### config.mk
export PLATFORM = sky130hd
export DESIGN_NAME = exc_vector_unit
export DESIGN_NICKNAME = d
export VERILOG_FILES = /design/src/rtl/exc_pkg.sv /design/src/rtl/exc_fetch_check.sv /design/src/rtl/exc_prog_check.sv /design/src/rtl/exc_decrementer.sv /design/src/rtl/exc_arbiter.sv /design/src/rtl/exc_vector_unit.sv
export SDC_FILE = /design/constraint.sdc
export NUM_CORES = 1
export LEC_CHECK = 0
export CAP_MARGIN = 15
export CORE_ASPECT_RATIO = 0.7
export CORE_MARGIN = 2
export CORE_UTILIZATION = 42
export CTS_CLUSTER_DIAMETER = 150
export DETAILED_ROUTE_END_ITERATION = 12
export PLACE_DENSITY = 0.86
export RECOVER_POWER = 50
export SLEW_MARGIN = 20
export SYNTH_ARGS = -nofsm -noshare
export SYNTH_HDL_FRONTEND = slang
export SYNTH_SLANG_ARGS = --single-unit
### constraint.sdc
create_clock -name clk -period 4.95 [get_ports clk]
set_input_delay 0.7425 -clock clk [delete_from_list [all_inputs] [get_ports clk]]
set_output_delay 0.7425 -clock clk [all_outputs]
set_load 0.005 [all_outputs]
### src/rtl/exc_pkg.sv
package exc_pkg;

   localparam int NUM_SRC = 7;

   typedef enum logic [2:0] {
      SRC_FETCH = 3'd0,
      SRC_PROG  = 3'd1,
      SRC_FPU   = 3'd2,
      SRC_ALIGN = 3'd3,
      SRC_SC    = 3'd4,
      SRC_EXT   = 3'd5,
      SRC_DEC   = 3'd6
   } exc_src_e;

   localparam int CB_PAGE = 1;
   localparam int CB_DSEG = 3;
   localparam int CB_PROT = 4;
   localparam int CB_ILL  = 12;
   localparam int CB_PRIV = 13;
   localparam int CB_TRAP = 14;

   function automatic logic [11:0] vec_of(input int idx);
      case (idx)
         SRC_FETCH: vec_of = 12'h400;
         SRC_PROG:  vec_of = 12'h700;
         SRC_FPU:   vec_of = 12'h800;
         SRC_ALIGN: vec_of = 12'h600;
         SRC_SC:    vec_of = 12'hC00;
         SRC_EXT:   vec_of = 12'h500;
         SRC_DEC:   vec_of = 12'h900;
         default:   vec_of = 12'h000;
      endcase
   endfunction

endpackage

### src/rtl/exc_fetch_check.sv
module exc_fetch_check
   import exc_pkg::*;
#(
   parameter int CAUSE_W = 32,
   parameter int PP_W    = 2
) (
   input  logic               fetch_valid,
   input  logic               xlate_miss,
   input  logic               dseg,
   input  logic               key,
   input  logic [PP_W-1:0]    pp,
   output logic               req,
   output logic [CAUSE_W-1:0] cause
);

   logic no_read;

   // protection: a set key with an all-zero protection field blocks reads
   assign no_read = key && (pp == '0);

   always_comb begin
      cause = '0;
      if (fetch_valid) begin
         cause[CB_PAGE] = xlate_miss;
         cause[CB_DSEG] = dseg;
         cause[CB_PROT] = no_read;
      end
      req = fetch_valid && (xlate_miss || dseg || no_read);
   end

endmodule

### src/rtl/exc_prog_check.sv
module exc_prog_check
   import exc_pkg::*;
#(
   parameter int CAUSE_W = 32
) (
   input  logic               instr_valid,
   input  logic               msr_pr,
   input  logic               msr_fp,
   input  logic               op_illegal,
   input  logic               op_opt_nop,
   input  logic               op_priv,
   input  logic               op_spr_move,
   input  logic               op_spr_bad,
   input  logic               op_spr_top,
   input  logic               op_trap_hit,
   input  logic               op_fp,
   input  logic               op_misalign,
   input  logic               op_sc,
   output logic               prog_req,
   output logic [CAUSE_W-1:0] prog_cause,
   output logic               fpu_req,
   output logic               align_req,
   output logic               sc_req
);

   logic ill, priv, trap, spr_trip;

   assign spr_trip = op_spr_move && op_spr_bad && op_spr_top;
   assign ill      = instr_valid && op_illegal && !op_opt_nop;
   assign priv     = instr_valid && msr_pr && (op_priv || spr_trip);
   assign trap     = instr_valid && op_trap_hit;

   always_comb begin
      prog_cause          = '0;
      prog_cause[CB_ILL]  = ill;
      prog_cause[CB_PRIV] = priv;
      prog_cause[CB_TRAP] = trap;
   end

   assign prog_req  = ill || priv || trap;
   assign fpu_req   = instr_valid && op_fp && !msr_fp;
   assign align_req = instr_valid && op_misalign;
   assign sc_req    = instr_valid && op_sc;

endmodule

### src/rtl/exc_decrementer.sv
module exc_decrementer #(
   parameter int DEC_W = 32
) (
   input  logic             clk,
   input  logic             rst_n,
   input  logic             tick,
   input  logic             wr,
   input  logic [DEC_W-1:0] wdata,
   input  logic             grant,
   output logic [DEC_W-1:0] value,
   output logic             pend
);

   localparam logic [DEC_W-1:0] ONE = {{(DEC_W-1){1'b0}}, 1'b1};

   logic [DEC_W-1:0] cnt_q, cnt_nx;
   logic             pend_q, rise;

   assign cnt_nx = cnt_q - ONE;
   assign rise   = tick && !cnt_q[DEC_W-1] && cnt_nx[DEC_W-1];

   always_ff @(posedge clk) begin
      if (!rst_n) begin
         cnt_q  <= '0;
         pend_q <= 1'b0;
      end else if (wr) begin
         cnt_q  <= wdata;
         pend_q <= 1'b0;
      end else begin
         if (tick) cnt_q <= cnt_nx;
         if (rise)       pend_q <= 1'b1;
         else if (grant) pend_q <= 1'b0;
      end
   end

   assign value = cnt_q;
   assign pend  = pend_q;

   p_count_r9: assert property (@(posedge clk) disable iff (!rst_n)
      (tick && !wr) |=> (cnt_q == $past(cnt_q) - ONE));

   p_pend_hold_r9: assert property (@(posedge clk) disable iff (!rst_n)
      (pend_q && !grant && !wr) |=> pend_q);

endmodule

### src/rtl/exc_arbiter.sv
module exc_arbiter
   import exc_pkg::*;
#(
   parameter int N       = NUM_SRC,
   parameter int VEC_W   = 20,
   parameter int CAUSE_W = 32
) (
   input  logic                          clk,
   input  logic                          rst_n,
   input  logic [N-1:0]                  req,
   input  logic [N-1:0][CAUSE_W-1:0]     cause_in,
   output logic [N-1:0]                  grant,
   output logic                          take_q,
   output logic [VEC_W-1:0]              vec_q,
   output logic [CAUSE_W-1:0]            cause_q
);

   logic [N-1:0][VEC_W-1:0] vec_tab;
   logic [VEC_W-1:0]        vec_sel;
   logic [CAUSE_W-1:0]      cause_sel;

   for (genvar gi = 0; gi < N; gi++) begin : g_vec
      assign vec_tab[gi] = VEC_W'(vec_of(gi));
   end

   // lowest index wins; masked OR keeps the select flat
   always_comb begin
      logic seen;
      seen      = 1'b0;
      vec_sel   = '0;
      cause_sel = '0;
      for (int i = 0; i < N; i++) begin
         grant[i]  = req[i] && !seen;
         seen      = seen || req[i];
         vec_sel   = vec_sel   | (vec_tab[i]  & {VEC_W{grant[i]}});
         cause_sel = cause_sel | (cause_in[i] & {CAUSE_W{grant[i]}});
      end
   end

   always_ff @(posedge clk) begin
      if (!rst_n) begin
         take_q  <= 1'b0;
         vec_q   <= '0;
         cause_q <= '0;
      end else begin
         take_q  <= |req;
         vec_q   <= vec_sel;
         cause_q <= cause_sel;
      end
   end

   p_vec_legal_r1: assert property (@(posedge clk) disable iff (!rst_n)
      take_q |-> (vec_q inside {VEC_W'(12'h400), VEC_W'(12'h500), VEC_W'(12'h600),
                                VEC_W'(12'h700), VEC_W'(12'h800), VEC_W'(12'h900),
                                VEC_W'(12'hC00)}));

   p_idle_zero_r12: assert property (@(posedge clk) disable iff (!rst_n)
      !take_q |-> (vec_q == '0 && cause_q == '0));

   p_fetch_first_r11: assert property (@(posedge clk) disable iff (!rst_n)
      req[SRC_FETCH] |=> (take_q && vec_q == VEC_W'(12'h400)));

endmodule

### src/rtl/exc_vector_unit.sv
module exc_vector_unit
   import exc_pkg::*;
#(
   parameter int DEC_W   = 32,
   parameter int VEC_W   = 20,
   parameter int CAUSE_W = 32,
   parameter int PP_W    = 2
) (
   input  logic               clk,
   input  logic               rst_n,
   input  logic               fetch_valid_i,
   input  logic               fetch_xlate_miss_i,
   input  logic               fetch_dseg_i,
   input  logic               fetch_key_i,
   input  logic [PP_W-1:0]    fetch_pp_i,
   input  logic               ext_irq_i,
   input  logic               msr_ee_i,
   input  logic               msr_pr_i,
   input  logic               msr_fp_i,
   input  logic               instr_valid_i,
   input  logic               op_illegal_i,
   input  logic               op_opt_nop_i,
   input  logic               op_priv_i,
   input  logic               op_spr_move_i,
   input  logic               op_spr_bad_i,
   input  logic               op_spr_top_i,
   input  logic               op_trap_hit_i,
   input  logic               op_fp_i,
   input  logic               op_misalign_i,
   input  logic               op_sc_i,
   input  logic               dec_tick_i,
   input  logic               dec_wr_i,
   input  logic [DEC_W-1:0]   dec_wdata_i,
   output logic               take_o,
   output logic [VEC_W-1:0]   vec_off_o,
   output logic [CAUSE_W-1:0] cause_o,
   output logic [DEC_W-1:0]   dec_value_o
);

   if (DEC_W < 2) begin : g_bad_dec
      $error("exc_vector_unit: DEC_W must be at least 2");
   end
   if (VEC_W < 12) begin : g_bad_vec
      $error("exc_vector_unit: VEC_W must hold offset 0xC00");
   end
   if (CAUSE_W <= CB_TRAP) begin : g_bad_cause
      $error("exc_vector_unit: CAUSE_W too narrow for cause bits");
   end

   logic [NUM_SRC-1:0]              req, grant;
   logic [NUM_SRC-1:0][CAUSE_W-1:0] cause_in;
   logic [CAUSE_W-1:0]              fetch_cause, prog_cause;
   logic                            fetch_req, prog_req, fpu_req, align_req, sc_req;
   logic                            dec_pend;

   exc_fetch_check #(.CAUSE_W(CAUSE_W), .PP_W(PP_W)) fetch_i (
      .fetch_valid (fetch_valid_i),
      .xlate_miss  (fetch_xlate_miss_i),
      .dseg        (fetch_dseg_i),
      .key         (fetch_key_i),
      .pp          (fetch_pp_i),
      .req         (fetch_req),
      .cause       (fetch_cause)
   );

   exc_prog_check #(.CAUSE_W(CAUSE_W)) prog_i (
      .instr_valid (instr_valid_i),
      .msr_pr      (msr_pr_i),
      .msr_fp      (msr_fp_i),
      .op_illegal  (op_illegal_i),
      .op_opt_nop  (op_opt_nop_i),
      .op_priv     (op_priv_i),
      .op_spr_move (op_spr_move_i),
      .op_spr_bad  (op_spr_bad_i),
      .op_spr_top  (op_spr_top_i),
      .op_trap_hit (op_trap_hit_i),
      .op_fp       (op_fp_i),
      .op_misalign (op_misalign_i),
      .op_sc       (op_sc_i),
      .prog_req    (prog_req),
      .prog_cause  (prog_cause),
      .fpu_req     (fpu_req),
      .align_req   (align_req),
      .sc_req      (sc_req)
   );

   exc_decrementer #(.DEC_W(DEC_W)) dec_i (
      .clk   (clk),
      .rst_n (rst_n),
      .tick  (dec_tick_i),
      .wr    (dec_wr_i),
      .wdata (dec_wdata_i),
      .grant (grant[SRC_DEC]),
      .value (dec_value_o),
      .pend  (dec_pend)
   );

   always_comb begin
      req             = '0;
      req[SRC_FETCH]  = fetch_req;
      req[SRC_PROG]   = prog_req;
      req[SRC_FPU]    = fpu_req;
      req[SRC_ALIGN]  = align_req;
      req[SRC_SC]     = sc_req;
      req[SRC_EXT]    = ext_irq_i && msr_ee_i;
      req[SRC_DEC]    = dec_pend && msr_ee_i;
      cause_in           = '0;
      cause_in[SRC_FETCH] = fetch_cause;
      cause_in[SRC_PROG]  = prog_cause;
   end

   exc_arbiter #(.N(NUM_SRC), .VEC_W(VEC_W), .CAUSE_W(CAUSE_W)) arb_i (
      .clk      (clk),
      .rst_n    (rst_n),
      .req      (req),
      .cause_in (cause_in),
      .grant    (grant),
      .take_q   (take_o),
      .vec_q    (vec_off_o),
      .cause_q  (cause_o)
   );

   p_ext_gate_r4: assert property (@(posedge clk) disable iff (!rst_n)
      (take_o && vec_off_o == VEC_W'(12'h500)) |-> $past(msr_ee_i && ext_irq_i));

   p_fp_never_r8: assert property (@(posedge clk) disable iff (!rst_n)
      (take_o && vec_off_o == VEC_W'(12'h800)) |-> !$past(msr_fp_i));

endmodule

==> results of run 1 <==
-- tightest hold or removal path, cell delays in order, from the launching register on --
cell and delay, ns:
dfxtp_1 0.34, o311ai_0 0.09, nand2_1 0.05
-- cell usage in the layout (no fill, tap or decap), types with 3 or more instances in the layout --
master	count
mux2i_1	3
xnor2_1	12
nor4_4	3
or4_4	4
clkbuf_8	5
dfxtp_1	44
clkdlybuf4s50_1	60
nand2_1	18
nor3_1	5
and3_1	5
a21oi_1	32
nand3_1	10
dlygate4sd3_1	39
nor2_1	25
nor2b_1	3
xor2_1	18
nor4_1	4
inv_1	7
conb_1	42
nand3b_1	4
o21ai_0	23
nor3b_1	3
nand4b_1	5
-- report_power, final --
part / switching (mW) / total (mW) / leakage [nW] / internal, mW
logic: 0.0998 / 0.220 / 1.03 / 0.120
registers: 0.0303 / 0.408 / 0.364 / 0.378
clock network: 0.119 / 0.215 / 0.0410 / 0.0962
-- final cells by class --
| class | instances | area share [%] |
|---|---|---|
| Clock buffer | 6 | 2.06 |
| Clock inverter | 1 | 0.142 |
| Inverter | 8 | 0.851 |
| Multi-Input combinational cell | 244 | 41.2 |
| Sequential cell | 44 | 25.0 |
| Tap cell | 75 | 2.66 |
| Timing Repair Buffer | 99 | 28.1 |
-- cells by family after synthesis --
kind of cell	share of synthesized area (%)
simple gates	23.2
compound gates	15.2
buf+inv	15.6
flops	34.1
xor+xnor	10.2
mux	1.16
fa+ha+maj	0.484
other cells	0.145
-- final timing paths --
check	slack, ns	end	start	cells past startpoint
min	0.51	dec_i.pend$_SDFFE_PP0P_	dec_i.pend$_SDFFE_PP0P_	2
min reg2reg	0.51	dec_i.pend$_SDFFE_PP0P_	dec_i.pend$_SDFFE_PP0P_	2
max reg2reg	2.37	dec_i.value[12]$_SDFFE_PN0P_	dec_i.value[0]$_SDFFE_PN0P_	7
max	1.85	dec_i.value[12]$_SDFFE_PN0P_	dec_tick_i	6
-- flip-flops by register name, summed over array words and instances, names as in the netlist --
signal,cells
dec_i.value,32
arb_i.cause_q,6
arb_i.vec_q,4
arb_i.take_q,1
dec_i.pend,1
-- per-layer routing --
layer	routed length, µm	global-route usage [%]
met1	3230	27.0
met5	0	0
met4	40	3.86
met2	3020	30.3
met3	540	5.24
==> key figures, run 1 <==
Clocking
  – CTS clock-pin slew for the worst setup and hold paths: roughly 0.080 ns
  – CTS tree: done
  – Root buf cell: clkbuf_8
  – CTS buffer count: 5
  – H-tree depth: 2
  – Maximum clock path buffer count: 2
  – Post-CTS Resized: 0
  – Post CTS Setup Buffer Count: 0
  – Hold bufs inserted after CTS: 0
  – Clock sink count: 44
  – Worst-skew pair later-pin latency: 0.29 ns

Finish
  – ANT cells: 0
  – Post-Layout Cell Count: 477
  – Register area: 881 µm²
  – Area occupied by multi-input gates: about 1500 µm²
  – Total Nets Final: 460
  – Post-route cell area: around 3500 µm²
  – Final core utilization: 60.4%
  – Area Overhead vs Synth: 36.6%
  – Fraction of layout cells with a size suffix above 1: 4.73%
  – Fillers: ~530

Place
  – Hpwl dp: 5230 µm
  – DP Area: 3450 µm²
  – IO Port Bufs: approximately 100
  – GPL Wtd Cong: around 0.84
  – Setup slack after placement: 1.56 ns
  – Dpl cells: 470

Routing
  – Via count: 2420
  – Drt via density: 5.07
  – # DRC: 0
  – Routed WL: about 6800 µm
  – Starting DRC count in detailed routing: 125
  – Avg WL per Cell: 14.3 µm
  – Final ANT Viol Nets: 0
  – TritonRoute pass-1 iters: 4

Synthesis
  – Synth top area share: between 30 and 40%
  – Synthesized instance count: 310
  – Register area share after synthesis: roughly a third
  – Top FF cell, synth: dfxtp_1
  – Post-synth top cells: 44 x buf_4, 44 x dfxtp_1, 32 x a21oi_1
  – Number of synthesized flops with an enable pin: 0
  – Syn avg cell area: around 8.3 µm²
  – Register bit count reported by yosys: 44
  – Ys async rst share: 0%
  – Cell accounting for the most synthesized area: dfxtp_1
  – Syn Std Cell Area: ~2600 µm²
  – Yosys cell types: 44
  – Area contributors post-synth: dfxtp_1 34%, buf_4 13%, a21oi_1 6.2%, xor2_1 6.1%, o21ai_0 4.5%
  – Synth Warn #: 0

Critical path
  – Buf/Inv on CP: 1
  – Critical Path Fanout Max: 11
  – Worst-path cell chain: clkdlybuf4s50_1 > nor4bb_1 > nor3b_2 > nand3b_1 > xnor2_1 > o21ba_2
  – Slowest stage delay, CP: 0.71 ns
  – WS Path Type: input port to flop
  – CP Data Arrival Time: 3.29 ns
  – CP delay by family, top: simple AND/OR/NAND/NOR gates
  – Worst setup EP type: flop
  – CP required: approximately 5.1 ns
  – Startpoint Class: input port
  – Critical Path Slowest Stage Cell: nor3b_2

Power
  – Maximum VDD drop: 125 µV
  – Power per cell area: 239 nW/µm²
  – Power Total: ~0.84 mW
  – Leakage: around 1.4 nW

Floorplan
  – Die Ht: between 60 and 70 µm
  – Die width: between 90 and 100 µm
  – Placeable Area: 5840 µm²
  – I/O pin count: 142
  – Initial Util: 44.2%
  – # rows: 23
  – Total die area: 6800 µm²

Run
  – Maxcap violations: 0

Global routing
  – GRT Util Overall: around 19%
  – Pin count of the biggest net entering global routing: 47
  – First-pass GRT wire length: 10900 µm
  – Total grt overflow: 0
  – Initial antenna violation count: 0
  – Vias in the first global route: 2255

STA
  – Worst-Margin Slew: between 0.9 and 1 ns
  – Clock skew: 0.00715 ns
  – Fin. Hold Viols: 0
  – Max Clk Rate: 0.323 GHz
  – Count of final setup violators: 0
  – Fin Setup TNS: 0 ns
  – Tmin final: 3.10 ns
  – Final Max Tran Viols: 0
  – Setup slack after layout: 1.85 ns
  – Unrepaired setup endpoints after global routing: no
  – Crit share post-route: 62.6%
  – Worst Hold Slack: between 0.5 and 0.6 ns
  – Rel. slew slack: around 39%

Hold path
  – Hold Crit Class: flop to flop

Outcome
  – Outcome: complete, no violations
Power figures use the tool's default switching activity.
==> run 2, diff against run 1 <==
CORE_UTILIZATION = 35   (was 42)
PLACE_DENSITY = 0.77   (was 0.86)
clock period = 2.5 ns   (was 4.95 ns; I/O delays follow)
==> key figures, run 2 (same netlist as run 1, synthesis figures left out) <==
Outcome
  – Outcome: complete, no violations

Floorplan
  – Total die area: 8090 µm² (+19%)
  – Die Ht: 75.9 µm (+9.0%)
  – Die width: 107 µm (+9.2%)
  – Placeable Area: 7220 µm² (+24%)
  – I/O pin count: 142 (unchanged)
  – Initial Util: 35.8% (-8.4 points)
  – # rows: 26 (+13%)

Routing
  – Avg WL per Cell: 13.3 µm (-6.9%)
  – Routed WL: 6740 µm (-1.3%)
  – Final ANT Viol Nets: 0 (unchanged)
  – # DRC: 0 (unchanged)
  – Drt via density: 4.66 (-8.1%)
  – TritonRoute pass-1 iters: 4 (unchanged)
  – Starting DRC count in detailed routing: 103 (-18%)
  – Via count: 2359 (-2.5%)

Clocking
  – H-tree depth: 2 (unchanged)
  – Post CTS Setup Buffer Count: 0 (unchanged)
  – Root buf cell: clkbuf_8
  – Post-CTS Resized: 0 (unchanged)
  – Clock sink count: 44 (unchanged)
  – Worst-skew pair later-pin latency: 0.29 ns (about the same)
  – Maximum clock path buffer count: 2 (unchanged)
  – Hold bufs inserted after CTS: 0 (unchanged)
  – CTS tree: done
  – CTS buffer count: 5 (unchanged)
  – CTS clock-pin slew for the worst setup and hold paths: 0.08 ns (about the same)

Power
  – Power Total: 1.67 mW (+98%)
  – Power per cell area: 465 nW/µm² (+94%)
  – Leakage: 1.44 nW (+0.16%)
  – Maximum VDD drop: 293 µV (+130%)

Place
  – Hpwl dp: 5340 µm (+2.1%)
  – IO Port Bufs: 99 (unchanged)
  – GPL Wtd Cong: 0.834 (-0.23%)

Global routing
  – Total grt overflow: 0 (unchanged)
  – First-pass GRT wire length: 10500 µm (-4.2%)
  – Vias in the first global route: 2190 (-2.9%)
  – Initial antenna violation count: 0 (unchanged)
  – Pin count of the biggest net entering global routing: 28 (-40%)
  – GRT Util Overall: 16.4% (-3.0 points)

STA
  – Max Clk Rate: ~0.48 GHz
  – Final Max Tran Viols: 0 (unchanged)
  – Fin Setup TNS: 0 ns (unchanged)
  – Unrepaired setup endpoints after global routing: no
  – Worst Hold Slack: 0.524 ns (+0.0101 ns)
  – Clock skew: 0.00983 ns (+0.00268 ns)
  – Fin. Hold Viols: 0 (unchanged)
  – Count of final setup violators: 0 (unchanged)
  – Crit share post-route: 82.7%
  – Tmin final: 2.07 ns

Critical path
  – CP Data Arrival Time: 2.28 ns (-1.01 ns)
  – CP required: 2.71 ns (-2.43 ns)
  – Critical Path Fanout Max: 8 (-3)
  – Worst setup EP type: flop
  – WS Path Type: input port to flop
  – Startpoint Class: input port

Finish
  – ANT cells: 0 (unchanged)
  – Fraction of layout cells with a size suffix above 1: 5.88% (+1.2 points)
  – Most used cells in the layout excluding fill and tap cells: 70 x clkdlybuf4s50_1, 44 x dfxtp_1, 42 x conb_1
  – Area Overhead vs Synth: 39.3%
  – Most common cell after layout, fill and taps aside: clkdlybuf4s50_1
  – Total Nets Final: 466 (+1.3%)
  – Largest register FFs: 32 (unchanged)

Hold path
  – Hold Crit Class: flop to flop

Run
  – Maxcap violations: 0 (unchanged)
## run 2: cell types whose count changed in the layout (fill, tap and decap cells not counted)
cell | previous run | this run
and2_0 | 0 | 1
and2_1 | 1 | 0
buf_4 | 0 | 5
clkbuf_1 | 1 | 2
clkdlybuf4s50_1 | 60 | 70
dlygate4sd3_1 | 39 | 29
## run 2: worst paths after layout
path              slack (ns)  depth (start not counted)                        start                            to
setup / recovery        0.43                          7                   dec_tick_i  dec_i.value[29]$_SDFFE_PN0P_
hold / removal          0.52                          2      dec_i.pend$_SDFFE_PP0P_       dec_i.pend$_SDFFE_PP0P_
setup reg to reg        0.53                          9  dec_i.value[0]$_SDFFE_PN0P_  dec_i.value[12]$_SDFFE_PN0P_
hold reg to reg         0.52                          2      dec_i.pend$_SDFFE_PP0P_       dec_i.pend$_SDFFE_PP0P_
## run 2: metal layers
layer,GRT usage (%),vias up,share of wire (%)
met5,0,-,0
met4,2.60,0,0.36
met3,4.53,5,7.6
met2,27.0,86,45
met1,22.1,1076,47
li1,-,1192,-
## run 2: worst max-delay path: stages
cell,delay [ns]
clkdlybuf4s50_1,0.49
clkbuf_1,0.29
inv_1,0.19
nor4_4,0.46
nand3_1,0.15
xor2_1,0.17
o31ai_2,0.16
## run 2: area by class of cell
cell class | count | area, µm²
clock buffers | 6 | 72.6
clock inverters | 1 | 5.00
fillers | 719 | 3620
inverters | 8 | 30.0
flip-flops and latches | 44 | 881
well taps | 98 | 123
repair buffers | 105 | 1030
multi-input cells | 244 | 1450
## run 2: metrics by stage
stage,setup slack [ns],instance area [µm²],std cells,utilization [%]
after floorplan,0.538,2740,351,-
after global placement,0.333,3520,499,48.8
after detailed placement,0.328,3520,499,48.8
after CTS,0.527,3600,506,49.9
after global routing,0.288,3600,506,49.8
final,0.431,3600,506,49.8
## run 2: where the power goes
| group | switching, mW | total [mW] | internal [mW] |
|---|---|---|---|
| clock | 0.230 | 0.420 | 0.190 |
| combinational | 0.196 | 0.445 | 0.249 |
| sequential | 0.0605 | 0.808 | 0.748 |
| total | 0.486 | 1.67 | 1.19 |
==> run 3, diff against run 2 <==
clock period = 1.7 ns   (was 2.5 ns; I/O delays follow)
==> key figures, run 3 (same netlist as run 1, synthesis figures left out) <==
Outcome
  – Outcome: finished, violations left
  – Failing checks: negative setup slack

Global routing
  – GRT Util Overall: 18.2% (+1.9 points)
  – Vias in the first global route: 2475 (+13%)
  – Total grt overflow: 0 (unchanged)
  – Initial antenna violation count: 0 (unchanged)
  – First-pass GRT wire length: 11600 µm (+10%)
  – Pin count of the biggest net entering global routing: 23 (-18%)

Finish
  – Area Overhead vs Synth: 63.2%
  – Fillers: 679 (-5.6%)
  – Largest register FFs: 32 (unchanged)
  – ANT cells: 0 (unchanged)
  – Total Nets Final: 518 (+11%)
  – Fraction of layout cells with a size suffix above 1: 23.2% (+17 points)
  – Most common cell after layout, fill and taps aside: clkdlybuf4s50_1
  – Most used cells in the layout excluding fill and tap cells: 98 x clkdlybuf4s50_1, 52 x buf_4, 42 x conb_1
  – Final core utilization: 58.4% (+8.5 points)
  – Post-Layout Cell Count: 559 (+10%)

Hold path
  – Hold Crit Class: flop to flop

Critical path
  – Startpoint Class: flop
  – R2R Setup Slk: -0.16 ns (-0.69 ns)
  – Reg2reg start: dec_i.value[3]$_SDFFE_PN0P_
  – Reg2Reg Depth: 6 (-3)
  – Worst reg2reg endpoint: dec_i.value[29]$_SDFFE_PN0P_
  – WS Path Type: flop to flop
  – Critical Path Fanout Max: 3 (-5)
  – Worst setup EP type: flop
  – Worst Setup SP: dec_i.value[3]$_SDFFE_PN0P_
  – CP required: 1.92 ns (-0.79 ns)
  – End of the critical path: dec_i.value[29]$_SDFFE_PN0P_
  – CP Data Arrival Time: 2.08 ns (-0.20 ns)

Routing
  – TritonRoute pass-1 iters: 6 (+2)
  – Final ANT Viol Nets: 0 (unchanged)
  – Via count: 2600 (+10%)
  – Drt via density: 4.65 (-0.23%)
  – Routed WL: 7800 µm (+16%)
  – # DRC: 0 (unchanged)
  – Avg WL per Cell: 13.9 µm (+4.7%)
  – Starting DRC count in detailed routing: 114 (+11%)

Floorplan
  – Total die area: 8090 µm² (unchanged)
  – Die width: 107 µm (unchanged)
  – Die Ht: 75.9 µm (unchanged)
  – Initial Util: 35.8% (unchanged)
  – Placeable Area: 7220 µm² (unchanged)
  – I/O pin count: 142 (unchanged)
  – # rows: 26 (unchanged)

STA
  – Final Max Tran Viols: 0 (unchanged)
  – Rel. slew slack: 65.7%
  – Count of final setup violators: 22 (+22)
  – Crit share post-route: 110%
  – Tmin final: 1.86 ns
  – Worst-Margin Slew: 0.513 ns
  – Clock skew: 0.00680 ns (-0.00303 ns)
  – Max Clk Rate: 0.537 GHz
  – Setup slack after layout: -0.164 ns (-0.595 ns)
  – Fin. Hold Viols: 0 (unchanged)
  – Unrepaired setup endpoints after global routing: yes

Power
  – Psw: 0.815 mW (+68%)
  – Gate power share: 34.0% (+7.4 points)
  – Maximum VDD drop: 346 µV (+18%)
  – Power per cell area: 662 nW/µm² (+42%)
  – Sequential share of power: 41.5% (-6.8 points)
  – Net Sw Frac: 29.2% (+0.16 points)
  – Leakage: 1.69 nW (+17%)
  – Clock share of power: 24.5% (-0.6 points)
  – Internal power: 1.97 mW (+66%)

Clocking
  – CTS tree: done
  – Hold bufs inserted after CTS: 0 (unchanged)
  – Maximum clock path buffer count: 2 (unchanged)
  – CTS clock-pin slew for the worst setup and hold paths: 0.08 ns (about the same)
  – Worst-skew pair later-pin latency: 0.30 ns (about the same)
  – H-tree depth: 2 (unchanged)
  – Clock sink count: 44 (unchanged)
  – Root buf cell: clkbuf_8
  – CTS buffer count: 5 (unchanged)

Place
  – IO Port Bufs: 99 (unchanged)
  – Hpwl dp: 5830 µm (+9.1%)
  – GPL Wtd Cong: 0.842 (+1.0%)
  – Setup slack after placement: -0.372 ns (-0.699 ns)
  – Dpl cells: 543 (+8.8%)

Run
  – Maxcap violations: 0 (unchanged)
[run 3: cell types whose count changed in the layout (fill, tap and decap cells not counted), moves of 4 or more]
| cell | change |
|---|---|
| dfxtp_1 | -8 |
| nor3_1 | -4 |
| dfxtp_2 | +8 |
| dlygate4sd3_1 | -28 |
| clkdlybuf4s50_1 | +28 |
| nand3_1 | -5 |
| buf_4 | +47 |
| nand3_2 | +5 |
[run 3: per-layer routing]
layer | part of all wire, % | global-route usage [%]
met5 | 0 | 0
met4 | 1.0 | 5.34
met3 | 6.8 | 4.53
met2 | 48 | 32.4
met1 | 44 | 22.4
[run 3: worst max-delay path, stage by stage (launching register included)]
cell and delay, ns:
dfxtp_2 0.33, or4_4 0.56, nor4_4 0.32, buf_4 0.18, nand3_2 0.08, xor2_1 0.16, o31ai_2 0.16
[run 3: worst min-delay path by stage]
stage	startpoint	end	slack [ns]	cells past startpoint
final	dec_i.pend$_SDFFE_PP0P_	dec_i.pend$_SDFFE_PP0P_	0.50	2
after global routing	op_trap_hit_i	arb_i.cause_q[14]$_SDFF_PN0_	0.53	3
after CTS	op_trap_hit_i	arb_i.cause_q[14]$_SDFF_PN0_	0.51	3
after detailed placement	dec_i.pend$_SDFFE_PP0P_	dec_i.pend$_SDFFE_PP0P_	0.51	2
after global placement	dec_i.pend$_SDFFE_PP0P_	dec_i.pend$_SDFFE_PP0P_	0.51	2
after floorplan	op_opt_nop_i	arb_i.cause_q[12]$_SDFF_PN0_	0.33	1
[run 3: through the flow]
step                      hold slack (ns)  area, µm²  power (mW)  TNS, ns
after global routing                0.530       4210        2.94    -3.86
after CTS                           0.506       4070        2.74    -1.88
final                               0.501       4210        2.79    -2.10
after detailed placement            0.507       3900        2.02    -6.75
after global placement              0.506       3900        2.00    -5.92
after floorplan                     0.331       2750        1.61   -0.190
[run 3: area by class of cell]
| type | count | area [µm²] | share of cell area, % |
|---|---|---|---|
| Timing Repair Buffer | 157 | 1460 | 34.6 |
| Clock buffer | 8 | 90.1 | 2.14 |
| Inverter | 8 | 30.0 | 0.713 |
| Tap cell | 98 | 123 | 2.91 |
| Sequential cell | 44 | 891 | 21.1 |
| Multi-Input combinational cell | 244 | 1620 | 38.5 |
[run 3: power groups by stage]
stage                     combinational, mW  clock (mW)  sequential [mW]
after global placement                0.835           0             1.17
after CTS                             0.888       0.699             1.15
after global routing                   1.03       0.740             1.17
final                                 0.949       0.683             1.16
after floorplan                       0.404           0             1.20
after detailed placement              0.850           0             1.17
[run 3: what timing repair did]
| item | 4_1_cts | 5_1_grt |
|---|---|---|
| setup endpoints to repair | 24 | 28 |
| resized for setup | 13 | 27 |
| buffers inserted | 4 | 3 |
| cloned | 1 | 0 |
| pin swaps | 8 | 18 |
